$ cat src/rtl/serial_rx_pkg.sv
package serial_rx_pkg;
  typedef enum logic [3:0] {
    ST_IDLE = 4'b0001,
    ST_QUAL = 4'b0010,
    ST_BITS = 4'b0100,
    ST_STOP = 4'b1000
  } rx_state_e;
endpackage

$ cat src/rtl/rx_tick_div.sv
module rx_tick_div #(
  parameter int DIV = 326
) (
  input  logic clk,
  input  logic rst_n,
  output logic tick
);
  localparam int CW = (DIV > 1) ? $clog2(DIV) : 1;
  localparam logic [CW-1:0] LAST = CW'(DIV - 1);

  logic [CW-1:0] cnt_q;

  always_ff @(posedge clk or negedge rst_n) begin
    if (!rst_n)            cnt_q <= '0;
    else if (cnt_q == LAST) cnt_q <= '0;
    else                   cnt_q <= cnt_q + 1'b1;
  end

  assign tick = (cnt_q == LAST);
endmodule

$ cat src/rtl/rx_line_sync.sv
module rx_line_sync #(
  parameter int STAGES = 2
) (
  input  logic clk,
  input  logic rst_n,
  input  logic din,
  output logic dout
);
  logic [STAGES-1:0] sr_q;

  generate
    for (genvar i = 0; i < STAGES; i++) begin : g_stage
      if (i == 0) begin : g_first
        always_ff @(posedge clk or negedge rst_n) begin
          if (!rst_n) sr_q[0] <= 1'b1;
          else        sr_q[0] <= din;
        end
      end else begin : g_next
        always_ff @(posedge clk or negedge rst_n) begin
          if (!rst_n) sr_q[i] <= 1'b1;
          else        sr_q[i] <= sr_q[i-1];
        end
      end
    end
  endgenerate

  assign dout = sr_q[STAGES-1];
endmodule

$ cat src/rtl/rx_frame_fsm.sv
module rx_frame_fsm
  import serial_rx_pkg::*;
#(
  parameter int OVS   = 16,
  parameter int QUAL  = 8,
  parameter int NBITS = 8
) (
  input  logic             clk,
  input  logic             rst_n,
  input  logic             tick,
  input  logic             rx_s,
  output rx_state_e        state,
  output logic [NBITS-1:0] shreg,
  output logic             take,
  output logic             bad
);
  localparam int TW = $clog2(OVS);
  localparam int BW = $clog2(NBITS + 1);
  localparam logic [TW-1:0] QUAL_LAST = TW'(QUAL - 1);
  localparam logic [TW-1:0] OVS_LAST  = TW'(OVS - 1);
  localparam logic [BW-1:0] BIT_LAST  = BW'(NBITS - 1);

  rx_state_e        state_q, state_d;
  logic [TW-1:0]    tcnt_q, tcnt_d;
  logic [BW-1:0]    bcnt_q, bcnt_d;
  logic [NBITS-1:0] sh_q, sh_d;
  logic             prev_q;
  logic             fall;

  always_ff @(posedge clk or negedge rst_n) begin
    if (!rst_n) prev_q <= 1'b1;
    else        prev_q <= rx_s;
  end

  assign fall = prev_q & ~rx_s;

  always_comb begin
    state_d = state_q;
    tcnt_d  = tcnt_q;
    bcnt_d  = bcnt_q;
    sh_d    = sh_q;
    take    = 1'b0;
    bad     = 1'b0;
    unique case (state_q)
      ST_IDLE: begin
        if (fall) begin
          state_d = ST_QUAL;
          tcnt_d  = '0;
        end
      end
      ST_QUAL: begin
        if (tick) begin
          if (rx_s) begin
            state_d = ST_IDLE;
          end else if (tcnt_q == QUAL_LAST) begin
            state_d = ST_BITS;
            tcnt_d  = '0;
            bcnt_d  = '0;
          end else begin
            tcnt_d = tcnt_q + 1'b1;
          end
        end
      end
      ST_BITS: begin
        if (tick) begin
          if (tcnt_q == OVS_LAST) begin
            tcnt_d = '0;
            sh_d   = {rx_s, sh_q[NBITS-1:1]};
            if (bcnt_q == BIT_LAST) state_d = ST_STOP;
            else                    bcnt_d  = bcnt_q + 1'b1;
          end else begin
            tcnt_d = tcnt_q + 1'b1;
          end
        end
      end
      ST_STOP: begin
        if (tick) begin
          if (tcnt_q == OVS_LAST) begin
            state_d = ST_IDLE;
            take    = rx_s;
            bad     = ~rx_s;
          end else begin
            tcnt_d = tcnt_q + 1'b1;
          end
        end
      end
      default: state_d = ST_IDLE;
    endcase
  end

  always_ff @(posedge clk or negedge rst_n) begin
    if (!rst_n) begin
      state_q <= ST_IDLE;
      tcnt_q  <= '0;
      bcnt_q  <= '0;
      sh_q    <= '0;
    end else begin
      state_q <= state_d;
      tcnt_q  <= tcnt_d;
      bcnt_q  <= bcnt_d;
      sh_q    <= sh_d;
    end
  end

  assign state = state_q;
  assign shreg = sh_q;
endmodule

$ cat src/rtl/rx_out_latch.sv
module rx_out_latch #(
  parameter int NBITS = 8
) (
  input  logic             clk,
  input  logic             rst_n,
  input  logic             take,
  input  logic             bad,
  input  logic [NBITS-1:0] shreg,
  output logic             out_valid,
  output logic [NBITS-1:0] out_data,
  output logic             frame_err
);
  always_ff @(posedge clk or negedge rst_n) begin
    if (!rst_n) begin
      out_valid <= 1'b0;
      out_data  <= '0;
      frame_err <= 1'b0;
    end else begin
      out_valid <= take;
      frame_err <= bad;
      if (take) out_data <= shreg;
    end
  end
endmodule

$ cat src/rtl/serial_byte_rx.sv
module serial_byte_rx
  import serial_rx_pkg::*;
#(
  parameter int DIV         = 326,
  parameter int OVS         = 16,
  parameter int QUAL        = 8,
  parameter int NBITS       = 8,
  parameter int SYNC_STAGES = 2
) (
  input  logic             clk,
  input  logic             rst_n,
  input  logic             rx_line,
  output logic             out_valid,
  output logic [NBITS-1:0] out_data,
  output logic             frame_err
);
  logic             tick;
  logic             rx_s;
  rx_state_e        fsm_state;
  logic [NBITS-1:0] shreg;
  logic             take;
  logic             bad;

  rx_tick_div #(.DIV(DIV)) u_div (
    .clk(clk), .rst_n(rst_n), .tick(tick)
  );

  rx_line_sync #(.STAGES(SYNC_STAGES)) u_sync (
    .clk(clk), .rst_n(rst_n), .din(rx_line), .dout(rx_s)
  );

  rx_frame_fsm #(.OVS(OVS), .QUAL(QUAL), .NBITS(NBITS)) u_fsm (
    .clk(clk), .rst_n(rst_n), .tick(tick), .rx_s(rx_s),
    .state(fsm_state), .shreg(shreg), .take(take), .bad(bad)
  );

  rx_out_latch #(.NBITS(NBITS)) u_lat (
    .clk(clk), .rst_n(rst_n), .take(take), .bad(bad), .shreg(shreg),
    .out_valid(out_valid), .out_data(out_data), .frame_err(frame_err)
  );
endmodule

$ cat config.mk
export PLATFORM = sky130hd
export DESIGN_NAME = serial_byte_rx
export DESIGN_NICKNAME = d
export VERILOG_FILES = /design/src/rtl/serial_rx_pkg.sv /design/src/rtl/rx_tick_div.sv /design/src/rtl/rx_line_sync.sv /design/src/rtl/rx_frame_fsm.sv /design/src/rtl/rx_out_latch.sv /design/src/rtl/serial_byte_rx.sv
export SDC_FILE = /design/constraint.sdc
export NUM_CORES = 1
export LEC_CHECK = 0
export ABC_AREA = 1
export CORE_ASPECT_RATIO = 1.1
export CORE_MARGIN = 2
export CORE_UTILIZATION = 25
export DETAILED_ROUTE_END_ITERATION = 12
export PLACE_DENSITY = 0.49
export REMOVE_ABC_BUFFERS = 1
export SYNTH_ARGS = -nofsm -noshare
export SYNTH_HDL_FRONTEND = slang
export SYNTH_SLANG_ARGS = --single-unit
$ cat constraint.sdc
create_clock -name clk -period 2.09 [get_ports clk]
set_clock_uncertainty 0.2 [all_clocks]
set_input_delay 0.3135 -clock clk [delete_from_list [all_inputs] [get_ports clk]]
set_output_delay 0.3135 -clock clk [all_outputs]
set_load 0.01 [all_outputs]
==> results.sh <==
export IMPL_via_per_inst=4.136
export IMPL_grt_pass1_wl_um=7534
export IMPL_crit_required_ns=2.08
export IMPL_start_util_pct=25.58
export IMPL_path_max_fanout=15
export IMPL_grt_pass1_vias=1665
export IMPL_cp_arrival_ns=1.86
export IMPL_ys_ff_latch=42
export IMPL_critPathCaptureType="flop"
export IMPL_hold_class="flop to flop"
export IMPL_final_setup_viol_count=0
export IMPL_clock_latency_ns=0.30
export IMPL_finalPower_mw=2.370
export IMPL_seq_area_frac_synth_pct=46.76
export IMPL_drv_slew=0
export IMPL_nets=290
export IMPL_wl_per_cell_um=10.55
export IMPL_fin_crit_ns=1.871
export IMPL_synth_compound_area_share_pct=9.474
export IMPL_synthSimpleGateAreaFrac_pct=32.63
export IMPL_placementRows=36
export IMPL_synth_top_family_by_area="simple AND/OR/NAND/NOR gates"
export IMPL_die_y_um=103.7
export IMPL_fin_tns_setup_ns=0
export IMPL_grt_usage_pct=9.472
export IMPL_io_buffers=12
export IMPL_die_width_um=94.62
export IMPL_area_growth_pct=15.18
export IMPL_root_buffer="clkbuf_8"
export IMPL_htreeDepth=2
export IMPL_start_kind="flop"
export IMPL_syn_area_um2=2258
export IMPL_post_cts_resized=0
export IMPL_finalCritPeriodShare_pct=89.53
export IMPL_io_pins=13
export IMPL_worstSetupPathType="flop to flop"
export IMPL_worst_pin_slew_ns=0.5272
export IMPL_synth_xor_area_share_pct=1.939
export IMPL_drive_gt1_share_pct=22.54
export IMPL_ys_warn_count=0
export IMPL_core_um2=8828
export IMPL_drt_antenna_violating_nets=0
export IMPL_drtIter0Drc=93
export IMPL_synthMuxAreaShare_pct=0
export IMPL_hold_viol=0
export IMPL_cts_buffer_depth=2
export IMPL_powerDensity_nw_per_um2=911.1
export IMPL_slew_headroom_pct=64.85
export IMPL_first_pass_iters=4
export IMPL_hpwl_um=2995
export IMPL_leakagePower_nw=1.244
export IMPL_synth_cells=264
export IMPL_grt_max_degree=43
export IMPL_grt_antenna_before_repair=0
export IMPL_synth_area_per_cell_um2=8.555
export IMPL_cts_sinks=42
export IMPL_gp_congestion=0.7723
export IMPL_ys_types=28
export IMPL_status="complete, no violations"
export IMPL_num_vias=1646
export IMPL_ir_drop_mv=0.3449
export IMPL_cts_tree="built"
export IMPL_drc_errors=0
export IMPL_max_freq_mhz=534.4
export IMPL_die_area_um2=9811
export IMPL_synth_adder_area_share_pct=2.216
export IMPL_drv_cap=0
export IMPL_rsz0062_at_grt="no"
export IMPL_clk_pin_slew_ns=0.09
export IMPL_antenna_cells=0
export IMPL_wirelength_um=4199
export IMPL_cts_made_buffers=5
export IMPL_grt_overflow_total=0
-- final timing paths --
path	startpoint	end	slack, ns	depth (start not counted)
worst min register to register	u_sync.sr_q[0]	u_sync.dout	0.16	0
max in group asynchronous	rst_n	u_sync.sr_q[0]	0.90	3
worst max-delay path	u_div.cnt_q[1]	u_lat.out_data[2]	0.22	9
worst max register to register	u_div.cnt_q[1]	u_lat.out_data[2]	0.22	9
worst min-delay path	u_sync.sr_q[0]	u_sync.dout	0.16	0
min in group asynchronous	rst_n	u_div.cnt_q[4]	0.42	3
-- stage by stage --
| step | cells | worst slack (ns) | utilization [%] | area, um2 | hold WS [ns] |
|---|---|---|---|---|---|
| finish | 398 | 0.2188 | 29.46 | 2601 | 0.1602 |
| CTS | 398 | 0.1875 | 29.46 | 2601 | 0.1615 |
| detailed placement | 389 | 0.2006 | 28.33 | 2501 | 0.1487 |
| global route | 398 | 0.006269 | 29.46 | 2601 | 0.1684 |
| floorplan | 262 | 0.3724 | - | 2236 | -0.1821 |
| global placement | 389 | 0.2525 | 28.33 | 2501 | 0.1462 |
-- repair_timing --
item,4_1_cts,5_1_grt
endpoints found under the hold margin,38,0
setup buffers,0,0
hold buffers,1,0
-- cell usage after synthesis (all sizes together) --
cell,n,area (um2)
nand2,77,326.6
xnor2,1,8.760
ha,4,50.05
nor2,31,151.4
nand4,1,21.27
a21oi,5,36.29
nand3,31,197.7
o21ai,23,171.4
nor3,4,25.02
nand3b,1,7.510
xor2,4,35.03
inv,36,135.1
buf,2,22.52
dfrtp,38,950.9
a31oi,1,6.260
nor3b,1,7.510
dfstp,4,105.1
-- kinds of logic (layout without fill, tap and decap cells) --
kind of cell | Yosys count | in the layout
buf+inv | 38 | 58
flops | 42 | 42
xor+xnor | 5 | 5
fa+ha+maj | 4 | 4
compound gates | 29 | 29
simple gates | 146 | 146
-- sequential cells by signal, indices dropped and copies added, names as in the netlist, 4 cells and up --
| signal | cells |
|---|---|
| u_div.cnt_q | 9 |
| u_fsm.bcnt_q | 4 |
| u_fsm.shreg | 8 |
| u_fsm.state | 4 |
| u_fsm.tcnt_q | 4 |
| u_lat.out_data | 8 |
-- critical path: stages, from the launching register on --
cell and delay, ns:
dfrtp_1 0.40, inv_1 0.06, ha_1 0.13, nand2_1 0.06, nor2_2 0.17, nand2_4 0.11, inv_2 0.15, nand4_4 0.27
nand2_1 0.16, o21ai_2 0.06
-- layer usage --
layer  wire length (um)  track usage (%)
met4                 44            3.727
met1               2095            12.22
met2               1973            15.35
met5                  0                0
met3                 86            1.964
-- power by group --
group / switching (mW) / total (mW) / internal, mW
Clock: 0.306 / 0.541 / 0.235
Sequential: 0.0704 / 0.947 / 0.877
Combinational: 0.601 / 0.882 / 0.281
Total: 0.978 / 2.37 / 1.39
-- cells in the final DEF, fill, tap and decap left out, types with 2 or more instances in the layout --
cell type and count:
nand2_1 68, dfrtp_1 38, inv_1 27, nand3_1 27, nor2_1 21, o21ai_2 15, clkdlybuf4s50_1 11, inv_2 9
nor2_2 8, nand2_2 6, o21ai_0 5, clkbuf_8 5, xor2_1 4, a21oi_1 4, ha_1 4, dfstp_2 4
nor3_1 3, nand2_4 3, nand3_4 3, o21ai_1 3, nor2_4 2
-- final cells by class --
| type | count | area (um2) |
|---|---|---|
| fill | 981 | 6227 |
| sequential | 42 | 1056 |
| multi-input combinational | 184 | 1045 |
| tap | 114 | 142.6 |
| inverter | 36 | 135.1 |
| timing repair buffer | 14 | 132.6 |
| clock buffer | 5 | 68.82 |
| clock inverter | 3 | 21.27 |
Power figures use the tool's default switching activity.
